### src/rtl/tx_seq_pkg.sv
package tx_seq_pkg;

  typedef enum logic [2:0] {
    ST_IDLE,
    ST_SYNC,
    ST_SFD,
    ST_HDR,
    ST_DATA,
    ST_FLUSH
  } seq_state_t;

  localparam logic [15:0] CRC_POLY   = 16'h1021;
  localparam logic [15:0] CRC_PRESET = 16'hFFFF;
  localparam int          HDR_FIELD_BITS = 32;
  localparam int          CRC_BITS       = 16;

  // Serial CRC over header bits, bit 0 of the vector processed first.
  function automatic logic [15:0] hdr_crc16(input logic [HDR_FIELD_BITS-1:0] d);
    logic [15:0] c;
    logic        fb;
    c = CRC_PRESET;
    for (int i = 0; i < HDR_FIELD_BITS; i++) begin
      fb = d[i] ^ c[15];
      c  = {c[14:0], 1'b0} ^ (fb ? CRC_POLY : 16'h0000);
    end
    return c;
  endfunction

endpackage

### src/rtl/tx_bit_timer.sv
module tx_bit_timer #(
  parameter int BIT_CLKS = 8
) (
  input  logic clk,
  input  logic rst_n,
  input  logic run,
  output logic tick,
  output logic cap_pt
);
  localparam int PW   = (BIT_CLKS > 1) ? $clog2(BIT_CLKS) : 1;
  localparam int HALF = BIT_CLKS / 2;

  logic [PW-1:0] ph;

  always_ff @(posedge clk) begin
    if (!rst_n || !run) begin
      ph <= '0;
    end else if (ph == PW'(BIT_CLKS - 1)) begin
      ph <= '0;
    end else begin
      ph <= ph + 1'b1;
    end
  end

  // End of a bit slot: the next bit is launched here.
  assign tick   = run && (ph == PW'(BIT_CLKS - 1));
  // Mid-slot: payload clock rises and the payload input is sampled.
  assign cap_pt = run && (ph == PW'(HALF - 1));

endmodule

### src/rtl/tx_en_guard.sv
module tx_en_guard #(
  parameter int MIN_LOW_CLKS = 18
) (
  input  logic clk,
  input  logic rst_n,
  input  logic tx_en_pin,
  input  logic cfg_en_pol,
  output logic en_act,
  output logic en_rise,
  output logic en_fall,
  output logic low_ok
);
  localparam int LW = $clog2(MIN_LOW_CLKS + 1);

  logic          en_q;
  logic [LW-1:0] low_cnt;

  assign en_act = tx_en_pin ^ cfg_en_pol;

  always_ff @(posedge clk) begin
    if (!rst_n) begin
      en_q    <= 1'b0;
      low_cnt <= LW'(MIN_LOW_CLKS);
    end else begin
      en_q <= en_act;
      if (en_act) begin
        low_cnt <= '0;
      end else if (low_cnt != LW'(MIN_LOW_CLKS)) begin
        low_cnt <= low_cnt + 1'b1;
      end
    end
  end

  assign en_rise = en_act && !en_q;
  assign en_fall = !en_act && en_q;
  assign low_ok  = (low_cnt == LW'(MIN_LOW_CLKS));

endmodule

### src/rtl/tx_hdr_crc.sv
module tx_hdr_crc
  import tx_seq_pkg::*;
(
  input  logic        clk,
  input  logic        rst_n,
  input  logic        load,
  input  logic [7:0]  cfg_signal,
  input  logic [7:0]  cfg_service,
  input  logic [15:0] cfg_length,
  output logic [HDR_FIELD_BITS+CRC_BITS-1:0] hdr_bits
);
  logic [HDR_FIELD_BITS-1:0] fields_q;
  logic [CRC_BITS-1:0]       crc;

  always_ff @(posedge clk) begin
    if (!rst_n) begin
      fields_q <= '0;
    end else if (load) begin
      fields_q <= {cfg_length, cfg_service, cfg_signal};
    end
  end

  assign crc      = hdr_crc16(fields_q);
  assign hdr_bits = {~crc, fields_q};

endmodule

### src/rtl/tx_port_seq.sv
module tx_port_seq
  import tx_seq_pkg::*;
#(
  parameter int          BIT_CLKS     = 8,
  parameter int          SYNC_BITS    = 128,
  parameter logic [15:0] SFD_WORD     = 16'hF3A0,
  parameter int          FLUSH_BITS   = 2,
  parameter int          MIN_LOW_CLKS = 18
) (
  input  logic        clk,
  input  logic        rst_n,
  input  logic        cfg_en_pol,
  input  logic        cfg_rdy_pol,
  input  logic        cfg_dclk_pol,
  input  logic [7:0]  cfg_signal,
  input  logic [7:0]  cfg_service,
  input  logic [15:0] cfg_length,
  input  logic        tx_en_pin,
  input  logic        pay_bit,
  output logic        dclk_pin,
  output logic        rdy_pin,
  output logic        ser_bit,
  output logic        ser_valid
);
  localparam int HDR_BITS = HDR_FIELD_BITS + CRC_BITS;
  localparam int HW       = $clog2(HDR_BITS);
  localparam int CW       = $clog2(SYNC_BITS + HDR_BITS + FLUSH_BITS + 1);

  seq_state_t          state;
  logic [CW-1:0]       cnt;
  logic                rdy, dclk, cap_bit, cap_valid;
  logic                tick, cap_pt;
  logic                en_act, en_rise, en_fall, low_ok;
  logic                start, in_hdr_phase;
  logic [HDR_BITS-1:0] hdr_bits;

  tx_en_guard #(.MIN_LOW_CLKS(MIN_LOW_CLKS)) u_guard (
    .clk        (clk),
    .rst_n      (rst_n),
    .tx_en_pin  (tx_en_pin),
    .cfg_en_pol (cfg_en_pol),
    .en_act     (en_act),
    .en_rise    (en_rise),
    .en_fall    (en_fall),
    .low_ok     (low_ok)
  );

  tx_bit_timer #(.BIT_CLKS(BIT_CLKS)) u_timer (
    .clk    (clk),
    .rst_n  (rst_n),
    .run    (state != ST_IDLE),
    .tick   (tick),
    .cap_pt (cap_pt)
  );

  assign start = (state == ST_IDLE) && en_rise && low_ok;

  tx_hdr_crc u_hdr (
    .clk         (clk),
    .rst_n       (rst_n),
    .load        (start),
    .cfg_signal  (cfg_signal),
    .cfg_service (cfg_service),
    .cfg_length  (cfg_length),
    .hdr_bits    (hdr_bits)
  );

  assign in_hdr_phase = (state == ST_SYNC) || (state == ST_SFD) || (state == ST_HDR);

  always_ff @(posedge clk) begin
    if (!rst_n) begin
      state     <= ST_IDLE;
      cnt       <= '0;
      ser_bit   <= 1'b0;
      ser_valid <= 1'b0;
      rdy       <= 1'b0;
      dclk      <= 1'b0;
      cap_bit   <= 1'b0;
      cap_valid <= 1'b0;
    end else begin
      ser_valid <= 1'b0;
      if (state == ST_IDLE) begin
        if (start) begin
          state     <= ST_SYNC;
          cnt       <= '0;
          cap_valid <= 1'b0;
        end
      end else if (en_fall && in_hdr_phase) begin
        // Early shutdown before payload: go straight to flush.
        state <= ST_FLUSH;
        cnt   <= '0;
      end else begin
        if (cap_pt && (state == ST_DATA) && en_act) begin
          cap_bit   <= pay_bit;
          cap_valid <= 1'b1;
          dclk      <= 1'b1;
        end
        if (tick) begin
          dclk <= 1'b0;
          unique case (state)
            ST_SYNC: begin
              ser_bit   <= 1'b1;
              ser_valid <= 1'b1;
              if (cnt == CW'(SYNC_BITS - 1)) begin
                state <= ST_SFD;
                cnt   <= '0;
              end else begin
                cnt <= cnt + 1'b1;
              end
            end
            ST_SFD: begin
              ser_bit   <= SFD_WORD[cnt[3:0]];
              ser_valid <= 1'b1;
              if (cnt == CW'(15)) begin
                state <= ST_HDR;
                cnt   <= '0;
              end else begin
                cnt <= cnt + 1'b1;
              end
            end
            ST_HDR: begin
              ser_bit   <= hdr_bits[cnt[HW-1:0]];
              ser_valid <= 1'b1;
              if (cnt == CW'(HDR_BITS - 1)) begin
                state <= ST_DATA;
                rdy   <= 1'b1;
                cnt   <= '0;
              end else begin
                cnt <= cnt + 1'b1;
              end
            end
            ST_DATA: begin
              ser_valid <= 1'b1;
              if (cap_valid) begin
                ser_bit   <= cap_bit;
                cap_valid <= 1'b0;
              end else begin
                ser_bit <= 1'b0;
                state   <= ST_FLUSH;
                cnt     <= CW'(1);
              end
            end
            ST_FLUSH: begin
              if (cnt >= CW'(FLUSH_BITS)) begin
                state <= ST_IDLE;
                rdy   <= 1'b0;
                cnt   <= '0;
              end else begin
                ser_bit   <= 1'b0;
                ser_valid <= 1'b1;
                cnt       <= cnt + 1'b1;
              end
            end
            default: state <= ST_IDLE;
          endcase
        end
      end
    end
  end

  assign rdy_pin  = rdy ^ cfg_rdy_pol;
  assign dclk_pin = dclk ^ cfg_dclk_pol;

endmodule

### config.mk
export PLATFORM = sky130hd
export DESIGN_NAME = tx_port_seq
export DESIGN_NICKNAME = d
export VERILOG_FILES = /design/src/rtl/tx_seq_pkg.sv /design/src/rtl/tx_bit_timer.sv /design/src/rtl/tx_en_guard.sv /design/src/rtl/tx_hdr_crc.sv /design/src/rtl/tx_port_seq.sv
export SDC_FILE = /design/constraint.sdc
export NUM_CORES = 1
export LEC_CHECK = 0
export BUFFER_PORTS_ARGS = -buffer_cell sky130_fd_sc_hd__clkbuf_2
export CAP_MARGIN = 25
export CORE_MARGIN = 2
export CORE_UTILIZATION = 45
export CTS_BUF_LIST = sky130_fd_sc_hd__clkbuf_4 sky130_fd_sc_hd__clkbuf_8
export DETAILED_ROUTE_END_ITERATION = 12
export GPL_TIMING_DRIVEN = 0
export PLACE_DENSITY = 0.66
export REMOVE_ABC_BUFFERS = 1
export SLEW_MARGIN = 25
export SYNTH_ARGS = -nofsm -noshare
export SYNTH_HDL_FRONTEND = slang
export SYNTH_SLANG_ARGS = --single-unit
### constraint.sdc
create_clock -name clk -period 2.4 [get_ports clk]
set_input_delay 0.48 -clock clk [delete_from_list [all_inputs] [get_ports clk]]
set_output_delay 0.48 -clock clk [all_outputs]
set_load 0.05 [all_outputs]
==> impl_metrics.py, run 1 <==
metrics = {
    "die": {
        "core_region_area_sq_um": 9110,
        "start_util": 0.456,
        "die_w_microns": 100,
        "dieArea_sq_um": 10000,
        "fp.dieH_microns": 100,
        "io_pins": 43,
        "core.rowCount": 35,
    },
    "layout": {
        "num_antenna_cells": 0,
        "fin_nets": 551,
        "drive_gt1_frac": 0.320,
        "area_delta_synth_final_pct": 19.5,
    },
    "power": {
        "vdd_drop_max_uv": 558,
        "p_leak_nw": 1.89,
        "p_per_area_nw_per_um2": 1070,
    },
    "flow_run": {
        "max_cap_viol_count": 0,
    },
    "routing": {
        "final_antenna_net_count": 0,
        "num_vias": 3464,
        "route.met3.wl_microns": 595,
        "drt-pass1-iter-count": 5,
        "via_per_inst": 5.58,
        "wl_per_cell_microns": 16.6,
        "drc": 0,
        "route.met2.wl_microns": 5200,
        "top_layer": "met4",
        "drtIter0Drc": 206,
        "wl_met1_microns": 4300,
        "wirelength_microns": 10300,
    },
    "timing": {
        "whs_ns": 0.340,
        "setup_slack_ns": -0.0498,
        "drv_slew": 0,
        "layout_min_cycle_time_ns": 2.45,
        "rsz0062_at_grt": "yes",
        "skew_ns": 0.00721,
        "fmax_mhz": 408,
        "max_slew_margin": 0.457,
        "finalSetupTns_ns": -0.0902,
        "setup_viol": 2,
        "post-route-period-util": 1.02,
        "tightest_slew_ns": 0.814,
        "hold_viol_final": 0,
    },
    "clocking": {
        "cts_tree": "built",
        "clkSlewWorstSetupHoldPaths_ns": 0.07,
        "numCtsBuffers": 9,
        "clock_path_buffers": 2,
        "root_buffer": "clkbuf_8",
        "cts.sinks": 59,
        "clk_latency_ns": 0.35,
        "h-tree-depth": 3,
    },
    "synth": {
        "async_reset_ff_frac": 0,
        "yosysWarnings": 0,
        "postSynthAreaPerCell_sq_um": 8.87,
        "synth_cell_types": 57,
        "synth_seq_cells": 59,
        "postSynthCellCount": 468,
        "synthTopCellsByArea": "dfxtp_1, xnor3_1, xnor2_1",
        "synth_area_sq_um": 4150,
        "ys_seq_area_frac": 0.284,
        "synth.top_cell.area_share": 0.284,
        "synth_edf_count": 0,
        "ys.flop_type": "dfxtp_1",
        "synth_top_area_cell": "dfxtp_1",
        "synth.most_common_cell": "nand2_1",
        "synthTopCellsByCount": "nand2_1, dfxtp_1, a21oi_1, xnor2_1, nor2_1",
    },
    "worst_setup_path": {
        "path_delay_family": "multiplexers",
        "endpoint_kind": "flop",
        "critPathKind": "reg2reg",
        "slowest_delay_ns": 0.53,
        "worstPathArrival_ns": 2.69,
        "critPathRequiredTime_ns": 2.64,
        "path_buf_inv": 0,
        "reg2reg_from": "cnt[1]",
        "ff2ff_setup_slack_ns": -0.05,
        "critPathLaunchType": "flop",
        "r2r-end": "ser_bit",
        "path_cells": "mux4_2, mux2_2, or3_1, and4_1, nor3_2, o2111ai_1, a211oi_2, nor4_2",
        "r2r_cells": 8,
        "critPathMaxFanout": 7,
        "cp_slowest_cell": "mux4_2",
    },
    "run_status": {
        "status": "finished, violations left",
        "violations": "negative setup slack",
    },
    "worst_hold_path": {
        "min_to": "u_hdr.fields_q[1]",
        "hp-class": "in2reg",
        "min-delay-start": "cfg_signal[1]",
        "hold_path_depth": 3,
    },
    "global_route": {
        "globalRouteOverflowTotal": 0,
        "grt_pass1_vias": 3466,
        "antenna_found_initial": 0,
        "grt_pass1_wl_microns": 17200,
        "grt_max_degree": 47,
        "grt_use_total": 0.218,
    },
    "placed_design": {
        "place_congestion": 0.882,
        "port_buffers": 42,
        "place_hpwl_microns": 7060,
    },
}
-- cells by family after synthesis --
group | after synthesis | share of synthesized area
AOI/OAI and AO/OA | 91 | 0.130
xor gates and xnor gates | 86 | 0.266
adders and majority gates | 7 | 0.0211
buffers and inverters | 43 | 0.0428
DFF | 59 | 0.284
muxes | 21 | 0.0693
and+or+nand+nor | 161 | 0.187
-- layer usage --
layer	vias up	GRT usage
met1	1655	0.275
met4	0	0.0664
met3	20	0.0529
met2	94	0.372
li1	1695	-
met5	-	0
-- timing repair --
item	in CTS	in global routing
buffers inserted	14	2
hold buffers	0	0
endpoints found under the setup margin	45	40
gates resized for setup	53	24
pin swaps	17	11
-- worst min-delay path: stages --
cell      delay (ns)
clkbuf_2        0.08
nand2_1         0.04
a21oi_1         0.05
-- state kept, by name (all words and copies together), names as in the netlist, named ones only --
name	flops
state	3
u_guard.en_q	1
ser_bit	1
cap_valid	1
cap_bit	1
u_guard.low_cnt	5
dclk	1
rdy	1
u_timer.ph	3
u_hdr.fields_q	32
ser_valid	1
cnt	8
-- through the flow --
stage	instances	worst slack (ns)	power, W	utilization	area (sq um)
floorplan	433	-1.17	0.00349	-	4010
global placement	586	-2.46	0.00391	0.478	4350
detailed placement	589	-0.641	0.00399	0.480	4380
CTS	619	-0.0696	0.00514	0.532	4840
global route	621	-0.199	0.00566	0.545	4960
finish	621	-0.0498	0.00529	0.545	4960
-- layout make-up --
class / instances / area (sq um)
fillers: 843 / 4150
clock buffers: 9 / 124
repair buffers: 61 / 348
clock inverters: 7 / 68.8
flip-flops and latches: 59 / 1230
inverters: 8 / 30.0
well taps: 111 / 139
multi-input cells: 366 / 3020
-- worst max path at each step --
stage | startpoint | to | slack, ns | cells past startpoint
finish | cnt[1] | ser_bit | -0.05 | 8
global route | u_hdr.fields_q[23] | ser_bit | -0.20 | 9
CTS | cnt[1] | ser_bit | -0.07 | 8
detailed placement | cnt[1] | ser_bit | -0.64 | 8
global placement | state[2] | u_hdr.fields_q[19] | -2.46 | 4
floorplan | state[2] | u_hdr.fields_q[0] | -1.17 | 4
-- report_power, final --
part           internal, W  switching [W]  total (W)
Sequential         0.00109       0.000166    0.00125
Combinational      0.00165        0.00148    0.00313
Clock             0.000475       0.000435   0.000910
-- placed cells by master, fill, tap and decap left out, types with 14 or more instances in the layout --
cell type,count
a21oi_1,45
buf_4,16
clkbuf_2,42
dfxtp_1,34
dfxtp_2,17
nand2_1,77
nand3_1,14
nor2_1,23
o21ai_0,16
xnor2_1,34
xor2_1,14
(Power assumes the default switching activity.)
==> run 2: changes to the inputs <==
Settings changed: SETUP_SLACK_MARGIN set to 0.05.
==> impl_metrics.py, run 2 (synthesis gave the netlist of run 1 again) <==
metrics = {
    "run_status": {
        "status": "finished, violations left",
        "violations": "negative setup slack",
    },
    "timing": {
        "rsz0062_at_grt": "yes",
        "post-route-period-util": 1.04,
        "setup_slack_ns": -0.0963,
        "layout_min_cycle_time_ns": 2.50,
        "whs_ns": 0.340,
        "tightest_slew_ns": 0.797,
        "drv_slew": 0,
        "setup_viol": 2,
        "max_slew_margin": 0.468,
        "skew_ns": 0.00689,
        "hold_viol_final": 0,
        "fmax_mhz": 401,
    },
    "power": {
        "sequentialPowerShare": 0.233,
        "p_per_area_nw_per_um2": 1080,
        "switching_power_w": 0.00211,
        "internal_power_w": 0.00326,
        "vdd_drop_max_uv": 560,
        "pwr-share-clk": 0.169,
        "swShare": 0.393,
        "pwr-share-comb": 0.597,
        "p_leak_nw": 1.91,
    },
    "routing": {
        "drt-pass1-iter-count": 4,
        "wirelength_microns": 10400,
        "wl_per_cell_microns": 16.6,
        "num_vias": 3495,
        "via_per_inst": 5.59,
        "drtIter0Drc": 135,
        "final_antenna_net_count": 0,
        "drc": 0,
    },
    "clocking": {
        "clock_path_buffers": 2,
        "cts_tree": "built",
        "clkSlewWorstSetupHoldPaths_ns": 0.07,
        "h-tree-depth": 3,
        "root_buffer": "clkbuf_8",
        "ctsHoldBuffers": 0,
        "numCtsBuffers": 9,
        "cts.sinks": 59,
        "clk_latency_ns": 0.35,
    },
    "global_route": {
        "grt_use_total": 0.221,
        "grt_max_degree": 47,
        "globalRouteOverflowTotal": 0,
        "grt_pass1_vias": 3510,
        "antenna_found_initial": 0,
        "grt_pass1_wl_microns": 17400,
    },
    "flow_run": {
        "max_cap_viol_count": 0,
    },
    "layout": {
        "drive_gt1_frac": 0.321,
        "fin_nets": 555,
        "area_delta_synth_final_pct": 20.2,
        "fillerInstances": 843,
        "layout_commonest_cell": "nand2_1",
        "num_antenna_cells": 0,
        "largest_reg_flops": 32,
        "utilization": 0.548,
        "fin_cells": 625,
        "seqCellArea_sq_um": 1230,
        "mostFrequentLayoutCells": "nand2_1, a21oi_1, clkbuf_2",
        "top_regs": "u_hdr.fields_q (32), cnt (8), u_guard.low_cnt (5)",
        "regMostFlops": "u_hdr.fields_q",
        "multi_input_area_sq_um": 3020,
        "final_cell_area_sq_um": 4990,
    },
    "die": {
        "fp.dieH_microns": 100,
        "start_util": 0.456,
        "io_pins": 43,
        "core.rowCount": 35,
        "die_w_microns": 100,
        "dieArea_sq_um": 10000,
        "core_region_area_sq_um": 9110,
    },
    "worst_setup_path": {
        "critPathRequiredTime_ns": 2.64,
        "critPathLaunchType": "flop",
        "worstPathArrival_ns": 2.73,
        "endpoint_kind": "flop",
        "critPathMaxFanout": 5,
        "critPathKind": "reg2reg",
    },
    "worst_hold_path": {
        "hp-class": "in2reg",
    },
    "placed_design": {
        "place_hpwl_microns": 7060,
        "place_congestion": 0.882,
        "place_ws_ns": -0.641,
        "port_buffers": 42,
        "post_dp_cell_area_sq_um": 4380,
        "post-place-cells": 589,
    },
}
-- run 2: final timing paths --
kind	slack (ns)	startpoint	cells past startpoint	endpoint
min	0.34	cfg_length[7]	3	u_hdr.fields_q[23]
max reg2reg	-0.1	u_hdr.fields_q[1]	9	ser_bit
min reg2reg	0.44	u_timer.ph[0]	1	u_timer.ph[0]
max	-0.1	u_hdr.fields_q[1]	9	ser_bit
-- run 2: metal layers --
metal / vias to the layer above / track usage / part of all wire
met2: 93 / 0.377 / 0.51
li1: 1709 / - / -
met3: 19 / 0.0529 / 0.046
met4: 0 / 0.0685 / 0.017
met1: 1674 / 0.278 / 0.43
met5: - / 0 / 0
-- run 2: metrics by stage --
step,power [W],setup TNS [ns]
global route,0.00573,-0.317
floorplan,0.00349,-39.60
finish,0.00537,-0.118
detailed placement,0.00399,-7.98
global placement,0.00391,-84.58
CTS,0.00516,-0.0562
-- run 2: what timing repair did --
| item | 4_1_cts | 5_1_grt |
|---|---|---|
| gates cloned | 0 | 0 |
| setup buffers | 18 | 2 |
| pin swaps | 19 | 2 |
| resized for setup | 61 | 16 |
| endpoints found under the setup margin | 45 | 17 |
-- run 2: layout make-up --
type / instances / share of cell area
Timing Repair Buffer: 65 / 0.0769
Clock inverter: 7 / 0.0138
Sequential cell: 59 / 0.246
Inverter: 8 / 0.00601
Clock buffer: 9 / 0.0248
Tap cell: 111 / 0.0278
Multi-Input combinational cell: 366 / 0.604
-- run 2: power groups by stage --
stage / sequential, W / combinational [W] / clock [W]
detailed placement: 0.00127 / 0.00271 / 0
floorplan: 0.00122 / 0.00227 / 0
CTS: 0.00125 / 0.00299 / 0.000927
global placement: 0.00127 / 0.00265 / 0
global route: 0.00127 / 0.00348 / 0.000975
finish: 0.00125 / 0.00321 / 0.000908
-- run 2: critical path: stages, from the launching register on --
cell and delay [ns]:
dfxtp_4 0.39, xor3_2 0.42, buf_4 0.17, xnor2_1 0.18, xnor3_1 0.48, buf_4 0.16
xnor2_1 0.12, o221a_2 0.25, a21oi_1 0.16, nor4_2 0.05
